$ cat src/rtl/wp_pkg.sv
package wp_pkg;

    typedef enum logic [1:0] {
        ST_LOCK  = 2'd0,
        ST_IDLE  = 2'd1,
        ST_BUSY  = 2'd2,
        ST_SLEEP = 2'd3
    } wp_state_e;

    typedef struct packed {
        logic wren;
        logic wrdi;
        logic prog;
        logic sect;
        logic bulk;
        logic wrsr;
        logic pdown;
        logic wake;
    } wp_cmd_t;

    localparam int SB_BUSY = 0;
    localparam int SB_WEL  = 1;
    localparam int SB_REG  = 2;
    localparam int SB_LOCK = 7;

endpackage

$ cat src/rtl/wp_lockout.sv
module wp_lockout #(
    parameter int LOCK_CYC = 1000
) (
    input  logic clk,
    input  logic pwr_good,
    output logic expire
);
    localparam int CNT_W = $clog2(LOCK_CYC) + 1;
    localparam logic [CNT_W-1:0] LAST = CNT_W'(LOCK_CYC - 1);

    logic [CNT_W-1:0] cnt;

    assign expire = (cnt == LAST);

    always_ff @(posedge clk) begin
        if (!pwr_good) begin
            cnt <= '0;
        end else if (!expire) begin
            cnt <= cnt + 1'b1;
        end
    end
endmodule

$ cat src/rtl/wp_region.sv
module wp_region #(
    parameter int ADDR_W = 24
) (
    input  logic [1:0]        code,
    input  logic [ADDR_W-1:0] addr,
    output logic              locked
);
    localparam logic [ADDR_W-1:0] HALF_BASE = {1'b1, {(ADDR_W-1){1'b0}}};
    localparam logic [ADDR_W-1:0] QTR_BASE  = {2'b11, {(ADDR_W-2){1'b0}}};

    always_comb begin
        unique case (code)
            2'd0:    locked = 1'b0;
            2'd1:    locked = (addr >= QTR_BASE);
            2'd2:    locked = (addr >= HALF_BASE);
            default: locked = 1'b1;
        endcase
    end
endmodule

$ cat src/rtl/wp_verdict.sv
module wp_verdict
    import wp_pkg::*;
(
    input  wp_state_e st,
    input  wp_cmd_t   cmd,
    input  logic      wel,
    input  logic      srp,
    input  logic [1:0] code,
    input  logic      wp_n,
    input  logic      locked,
    output logic      ok
);
    logic sr_frozen;
    assign sr_frozen = srp & ~wp_n;

    always_comb begin
        unique case (st)
            ST_LOCK:  ok = cmd.wrdi;
            ST_IDLE:  ok = cmd.wren | cmd.wrdi | cmd.pdown | cmd.wake
                         | ((cmd.prog | cmd.sect) & wel & ~locked)
                         | (cmd.bulk & wel & (code == 2'd0))
                         | (cmd.wrsr & wel & ~sr_frozen);
            ST_BUSY:  ok = 1'b0;
            ST_SLEEP: ok = cmd.wake;
            default:  ok = 1'b0;
        endcase
    end
endmodule

$ cat src/rtl/wp_gate.sv
module wp_gate
    import wp_pkg::*;
#(
    parameter int ADDR_W   = 24,
    parameter int LOCK_CYC = 1000
) (
    input  logic              clk,
    input  logic              pwr_good,
    input  logic              wp_n,
    input  logic              cmd_wren,
    input  logic              cmd_wrdi,
    input  logic              cmd_prog,
    input  logic              cmd_sect,
    input  logic              cmd_bulk,
    input  logic              cmd_wrsr,
    input  logic              cmd_pdown,
    input  logic              cmd_wake,
    input  logic              op_done,
    input  logic [ADDR_W-1:0] addr,
    input  logic              new_srp,
    input  logic [1:0]        new_bp,
    output logic              grant,
    output logic              reject,
    output logic [7:0]        status
);
    wp_state_e  state, state_nx;
    wp_cmd_t    cmd;
    logic       wel, srp;
    logic [1:0] code;
    logic       lock_expire, locked, ok, any_cmd, starts_op;

    assign cmd = '{wren: cmd_wren, wrdi: cmd_wrdi, prog: cmd_prog,
                   sect: cmd_sect, bulk: cmd_bulk, wrsr: cmd_wrsr,
                   pdown: cmd_pdown, wake: cmd_wake};

    wp_lockout #(.LOCK_CYC(LOCK_CYC)) u_lockout (
        .clk      (clk),
        .pwr_good (pwr_good),
        .expire   (lock_expire)
    );

    wp_region #(.ADDR_W(ADDR_W)) u_region (
        .code   (code),
        .addr   (addr),
        .locked (locked)
    );

    wp_verdict u_verdict (
        .st     (state),
        .cmd    (cmd),
        .wel    (wel),
        .srp    (srp),
        .code   (code),
        .wp_n   (wp_n),
        .locked (locked),
        .ok     (ok)
    );

    assign any_cmd   = |cmd;
    assign grant     = pwr_good & any_cmd & ok;
    assign reject    = any_cmd & ~grant;
    assign starts_op = grant & (cmd.prog | cmd.sect | cmd.bulk | cmd.wrsr);

    // State register
    always_ff @(posedge clk) begin
        if (!pwr_good) begin
            state <= ST_LOCK;
        end else begin
            state <= state_nx;
        end
    end

    // Transitions: expire, start, finish, doze, wake
    always_comb begin
        state_nx = state;
        unique case (state)
            ST_LOCK:  if (lock_expire) state_nx = ST_IDLE;
            ST_IDLE: begin
                if (starts_op)                 state_nx = ST_BUSY;
                else if (grant && cmd.pdown)   state_nx = ST_SLEEP;
            end
            ST_BUSY:  if (op_done) state_nx = ST_IDLE;
            ST_SLEEP: if (grant && cmd.wake) state_nx = ST_IDLE;
            default:  state_nx = ST_LOCK;
        endcase
    end

    // Latch, lock bit and region code
    always_ff @(posedge clk) begin
        if (!pwr_good) begin
            wel  <= 1'b0;
            srp  <= 1'b0;
            code <= 2'd0;
        end else begin
            if (state == ST_BUSY && op_done) begin
                wel <= 1'b0;
            end else if (grant && cmd.wren) begin
                wel <= 1'b1;
            end else if (grant && cmd.wrdi) begin
                wel <= 1'b0;
            end
            if (grant && cmd.wrsr) begin
                srp  <= new_srp;
                code <= new_bp;
            end
        end
    end

    always_comb begin
        status                     = 8'h00;
        status[SB_BUSY]            = (state == ST_BUSY);
        status[SB_WEL]             = wel;
        status[SB_REG+1:SB_REG]    = code;
        status[SB_LOCK]            = srp;
    end
endmodule

$ cat config.mk
export PLATFORM = sky130hd
export DESIGN_NAME = wp_gate
export DESIGN_NICKNAME = d
export VERILOG_FILES = /design/src/rtl/wp_pkg.sv /design/src/rtl/wp_lockout.sv /design/src/rtl/wp_region.sv /design/src/rtl/wp_verdict.sv /design/src/rtl/wp_gate.sv
export SDC_FILE = /design/constraint.sdc
export NUM_CORES = 1
export LEC_CHECK = 0
export ABC_AREA = 1
export BUFFER_PORTS_ARGS = -buffer_cell sky130_fd_sc_hd__buf_2
export CORE_MARGIN = 2
export CORE_UTILIZATION = 35
export DETAILED_ROUTE_END_ITERATION = 16
export GPL_TIMING_DRIVEN = 0
export SYNTH_ARGS = -nofsm -noshare
export SYNTH_HDL_FRONTEND = slang
export SYNTH_SLANG_ARGS = --single-unit
$ cat constraint.sdc
create_clock -name clk -period 4 [get_ports clk]
set_clock_uncertainty 0.05 [all_clocks]
set_input_delay 0 -clock clk [delete_from_list [all_inputs] [get_ports clk]]
set_output_delay 0 -clock clk [all_outputs]
set_load 0.01 [all_outputs]
### Word-level counts from Yosys, hierarchy flattened

Index checks and enable logic that the tools add are counted.

* add/subtract/negate cells: 1
* bitwise gates (word level): 25
* eq/ne operators: 10
* $lt $le $gt $ge: 2
* multiplexer cells: 10
* reductions and logical operators: 12

Operators by type and width (number)
* greater-or-equal comparator 24 bit, second input constant: 2
* adder 11 x 1 -> 11 bit, second input constant: 1
* AND 1 bit: 11
* equality test 11 x 10 -> 1 bit, second input constant: 1
* two-way mux 2 bit: 5
* OR 1 bit: 9
* one-hot mux 2 bit (4 select lines): 1
* OR reduction 8 bit: 1
* equality test 2 bit, second input constant: 3
* logical AND 1 bit: 6
* inequality test 2 bit, second input constant: 3
* NOT 1 bit: 5
* equality test 2 x 1 -> 1 bit, second input constant: 2
* zero test 2 bit: 2
* one-hot mux 1 bit (4 select lines): 1
* AND reduction 4 bit: 1
* inequality test 3 bit, second input constant: 1
* one-hot mux 1 bit (3 select lines): 1
* two-way mux 1 bit: 2
* nonzero test 2 bit: 1
* OR reduction 2 bit: 1

* logic and storage cells: 65
* bits in registers: 17
* input bits: 39
* output and inout port bits: 10

### Logic depth before layout (Yosys ltp)

* word-level depth: 13
* gate-level depth with buffers: 13
* gate-level depth less buffers: 13

### By module

Synthesis repeated with hierarchy kept, for this count alone.

* cell total of the unflattened synthesis: 170
* area total of the unflattened synthesis: 1113.6 um^2

By module, submodules not included
* wp_lockout: cells an instance 79, seq. area each 220.2 um^2, times used 1, area an instance 573.0 um^2
* wp_gate: cells an instance 67, seq. area each 120.1 um^2, times used 1, area an instance 434.2 um^2
* wp_verdict: cells an instance 21, seq. area each 0.0 um^2, times used 1, area an instance 92.6 um^2
* wp_region: cells an instance 3, seq. area each 0.0 um^2, times used 1, area an instance 13.8 um^2

### Least setup slack after synthesis

No wires, ideal clock.

* path kind: register to register
* from: reg u_lockout.cnt[0]
* to: reg state[1]
* path buffers: 0
* setup time: 117 ps
* slack: 2527 ps
* arrival time: 1306 ps
* cell stages (with the launch flop): 9
* period minus slack after synthesis: 1473 ps
* required time: 3833 ps
* cell sequence: dfxtp_1 ha_1 nand2_2 nor3_2 nand4_2 a31oi_4 nand3_1 nand2_1 a21oi_2

* cells in the longest elaborated chain, start to end: 3

Ends and longest elaborated chain
* start: declaration: RTL line wp_lockout.sv:11 `logic [CNT_W-1:0] cnt;`
* start signal: assignment: RTL line wp_lockout.sv:19 `cnt <= cnt + 1'b1;`
* equality test 11 x 10 -> 1 bit: RTL line wp_lockout.sv:13 `assign expire = (cnt == LAST);`
* inequality test 2 bit (no line)
* AND reduction 4 bit (no line)
* end signal: assignment: RTL line wp_gate.sv:69 `state <= state_nx;`
* end: declaration: RTL line wp_gate.sv:26 `wp_state_e state, state_nx;`

Every way passes these cells.
A chain may end at the register's enable or synchronous reset.

### Final worst setup path

* from: reg state[1]
* to: reg code[1]

* cells in the longest elaborated chain, start to end: 4
* elaborated cells between the ends (all ways): 7
* classes of those cells: eq/ne (3); mux (1); bitwise (1); reduce/logical (2)

Ends and longest elaborated chain
* equality test 2 bit (tied with other cells): RTL line wp_verdict.sv:17 `unique case (st)`
* one-hot mux 1 bit (4 select lines) *: RTL line wp_verdict.sv:17
* AND 1 bit *: RTL line wp_gate.sv:60 `assign grant = pwr_good & any_cmd & ok;`
* logical AND 1 bit *: RTL line wp_gate.sv:102 `if (grant && cmd.wrsr) begin`
* end signal: assignment: RTL line wp_gate.sv:104 `code <= new_bp;`
* end: declaration: RTL line wp_gate.sv:29 `logic [1:0] code;`

Every way passes the cells marked *; elsewhere a longest branch is shown, timed or not.

==> results.md <==
* Count of pins over their slew limit at 0
* Synth Area in Simple Gates at 36.0%
* Synth cell count leaders: 27 x nand2_1, 17 x dfxtp_1, 17 x inv_1
* Synth warn at 0
* Antenna Cells at 0
* Starting Density at between 30% and 40%
* # IOs at 49
* Layout area overhead at 27.4%
* CTS Buffer Depth at 2
* Synth Area in Compound Gates at 16.4%
* Final worst slack at a little over 2 ns
* Power Dens Cells at between 200 and 250 nW/um^2
* Routed len/inst at 10.1 um
* Hold Crit Class: in2reg
* DRT iter0 DRCs at 69
* Setup tns final at 0 ns
* H-tree Lvls at 1
* Layout cells sized above 1 at 28.1%
* Async set or reset register ratio after synthesis at 0%
* Vias in the first global route at 1,000
* Synth area leaders: dfxtp_1 34%, nand2_1 10%, a21oi_1 6.9%
* Dominant cell type by area after synthesis: dfxtp_1
* Via Count at 1,026
* Row Count at 19
* Die area at 3350 um^2
* Post-Syn Area per Cell at 6.90 um^2
* Final period util at 48.7%
* Antenna violations before repair at 0
* Critical R2R Capture: code[1]
* Drc violations at 0
* Final hold vios at 0
* Unique cell type count in the Yosys netlist at 28
* Final setup viols at 0
* Crit. End Element: flip-flop
* Crit path launch type: flip-flop
* Pre-CTS setup slack at 2.34 ns
* Clock-pin slew on the worst setup and hold paths at 0.10 ns
* GRT Total Usage at between 10 and 15%
* Post-Syn Instances at roughly 150
* CTS tree: yes
* Die Span Y at 57.8 um
* Worst hold path depth at 4
* Post-CTS sizing at 0
* Critical Path AT at 2.07 ns
* Num CTS Buffers at 3
* Skew-Pair Late Insertion Delay at 0.28 ns
* Req. time, crit path at between 4 and 5 ns
* Root buf cell: clkbuf_4
* Die width at 57.8 um
* Post-synth EDFFs at 0
* Adder-cell area share of the yosys netlist at approximately 1.2%
* DP Wirelength at 1680 um
* Top_reg_cell synth: dfxtp_1
* Remaining Overflow, GRT at 0
* Antenna Violating Nets Remaining at 0
* Max Cap Viol at 0
* Register area at 340 um^2
* WS Path Type: reg2reg
* Yosys top cell area share at 33.5%
* Worst Path Max Fanout at 6
* R2R Setup Slk at ~2.1 ns
* Crit Reg-Reg Startpoint: state[1]
* Outcome: finished clean
* TritonRoute pass-1 iters at 4
* Highest clock rate at 514 MHz
* Mux contribution to synthesized area at 0%
* Most common cell in the synthesized netlist: nand2_1
* Hold_sp: cmd_wrsr
* First-pass GRT wire length at 3910 um
* Post-layout min period at 1.95 ns
* Worst hold endpoint: srp
* Pleak at 0.560 nW
* CTS sink count at 17
* RSZ-0062 raised after global routing: no
* Xor-xnor portion of the synthesized cell area at 0%
* Seq/Total Area, Yosys at 33.5%
* Largest net degree at the start of global routing at 11
* Placer Congestion at 0.808
* VDD IR max at 156 uV
* R2R cell count at 9
* Port bufs at 23
* Final WL at 2180 um
* Fillers at approximately 280
* Vias/cell at 4.75
* #FFs+latches synth at 17
* Multi-input logic area at about 560 um^2
* Fin nets at approximately 230
* Largest family of logic cells by synthesized area: simple AND/OR/NAND/NOR gates
* Core area at 2760 um^2
* Mapped cell area at 1010 um^2
[placed cells by master, fill, tap and decap left out, types with 2 or more instances in the layout]
cell type	Yosys	routed
o21ai_0	8	8
nor3_1	2	2
nand3_1	10	10
clkbuf_4	0	3
conb_1	1	3
buf_4	5	5
dlygate4sd3_1	0	9
inv_1	17	17
nand2_2	4	4
nor2_2	3	3
or2_1	2	2
a21oi_1	14	14
nor3_2	3	3
clkbuf_1	1	2
inv_2	4	4
nor2_1	13	13
buf_2	0	23
o21ai_1	4	4
dfxtp_1	17	17
nand4_1	2	2
nand2_1	27	27
[per-stage QoR]
step | hold WS, ns | power (W) | cell area, um^2 | utilization (%) | cells
floorplan | 0.0884 | 0.000208 | 1020 | - | 149
global placement | 0.211 | 0.000224 | 1180 | 42.6 | 203
detailed placement | 0.220 | 0.000225 | 1180 | 42.6 | 203
CTS | 0.0195 | 0.000322 | 1290 | 46.9 | 216
global route | 0.0338 | 0.000338 | 1290 | 46.9 | 216
finish | 0.0346 | 0.000318 | 1290 | 46.9 | 216
[worst max path at each step]
stage                           startpoint       end  depth (start not counted)
after floorplan           u_lockout.cnt[0]  state[1]                          8
after global placement    u_lockout.cnt[0]  state[1]                          8
after detailed placement  u_lockout.cnt[0]  state[1]                          8
after CTS                         state[1]   code[1]                          9
after global routing               code[1]   code[1]                         13
final                             state[1]   code[1]                          9
[worst max-delay path, cell delays in order (launching register included)]
cell and delay [ns]:
dfxtp_1 0.35, inv_2 0.12, a21oi_1 0.11, nor3_4 0.23, nand2_2 0.11, inv_4 0.10, nand2_4 0.06, o21ai_1 0.11
a21oi_1 0.04, dlygate4sd3_1 0.55
[routing by layer]
layer / share of wire, % / global-route usage, % / wire (um) / vias up
li1: - / - / - / 544
met1: 45 / 17.4 / 980 / 451
met2: 48 / 26.8 / 1040 / 31
met3: 7.4 / 3.35 / 162 / 0
met4: 0 / 2.99 / 0 / 0
met5: 0 / 0 / 0 / -
[power by group]
group	switching [W]	total, W	internal (W)
Sequential	0.00000419	0.000178	0.000174
Clock	0.0000516	0.0000903	0.0000387
Combinational	0.0000247	0.0000499	0.0000252
[logic make-up (layout without fill, tap and decap cells)]
logic type,after synthesis,in the layout
compound gates,29,29
fa+ha+maj,1,1
buf+inv,28,64
flops,17,17
other cells,1,3
simple gates,71,71
[repair_timing]
action,4_1_cts,5_1_grt
setup buffers,0,0
hold buffers,9,0
endpoints found under the hold margin,6,0
[state kept, by name, summed over array words and instances, names as in the netlist]
signal         flops
u_lockout.cnt     11
code               2
state              2
srp                1
wel                1
[cell type report]
class                   count  area share [%]
plain buffers               6            3.19
clock buffers               4            2.03
inverters                  22            6.58
multi-input cells         104            43.0
flip-flops and latches     17            26.3
well taps                  31            3.00
repair buffers             32            15.9
Note: power is estimated with default switching activity, not from simulation.
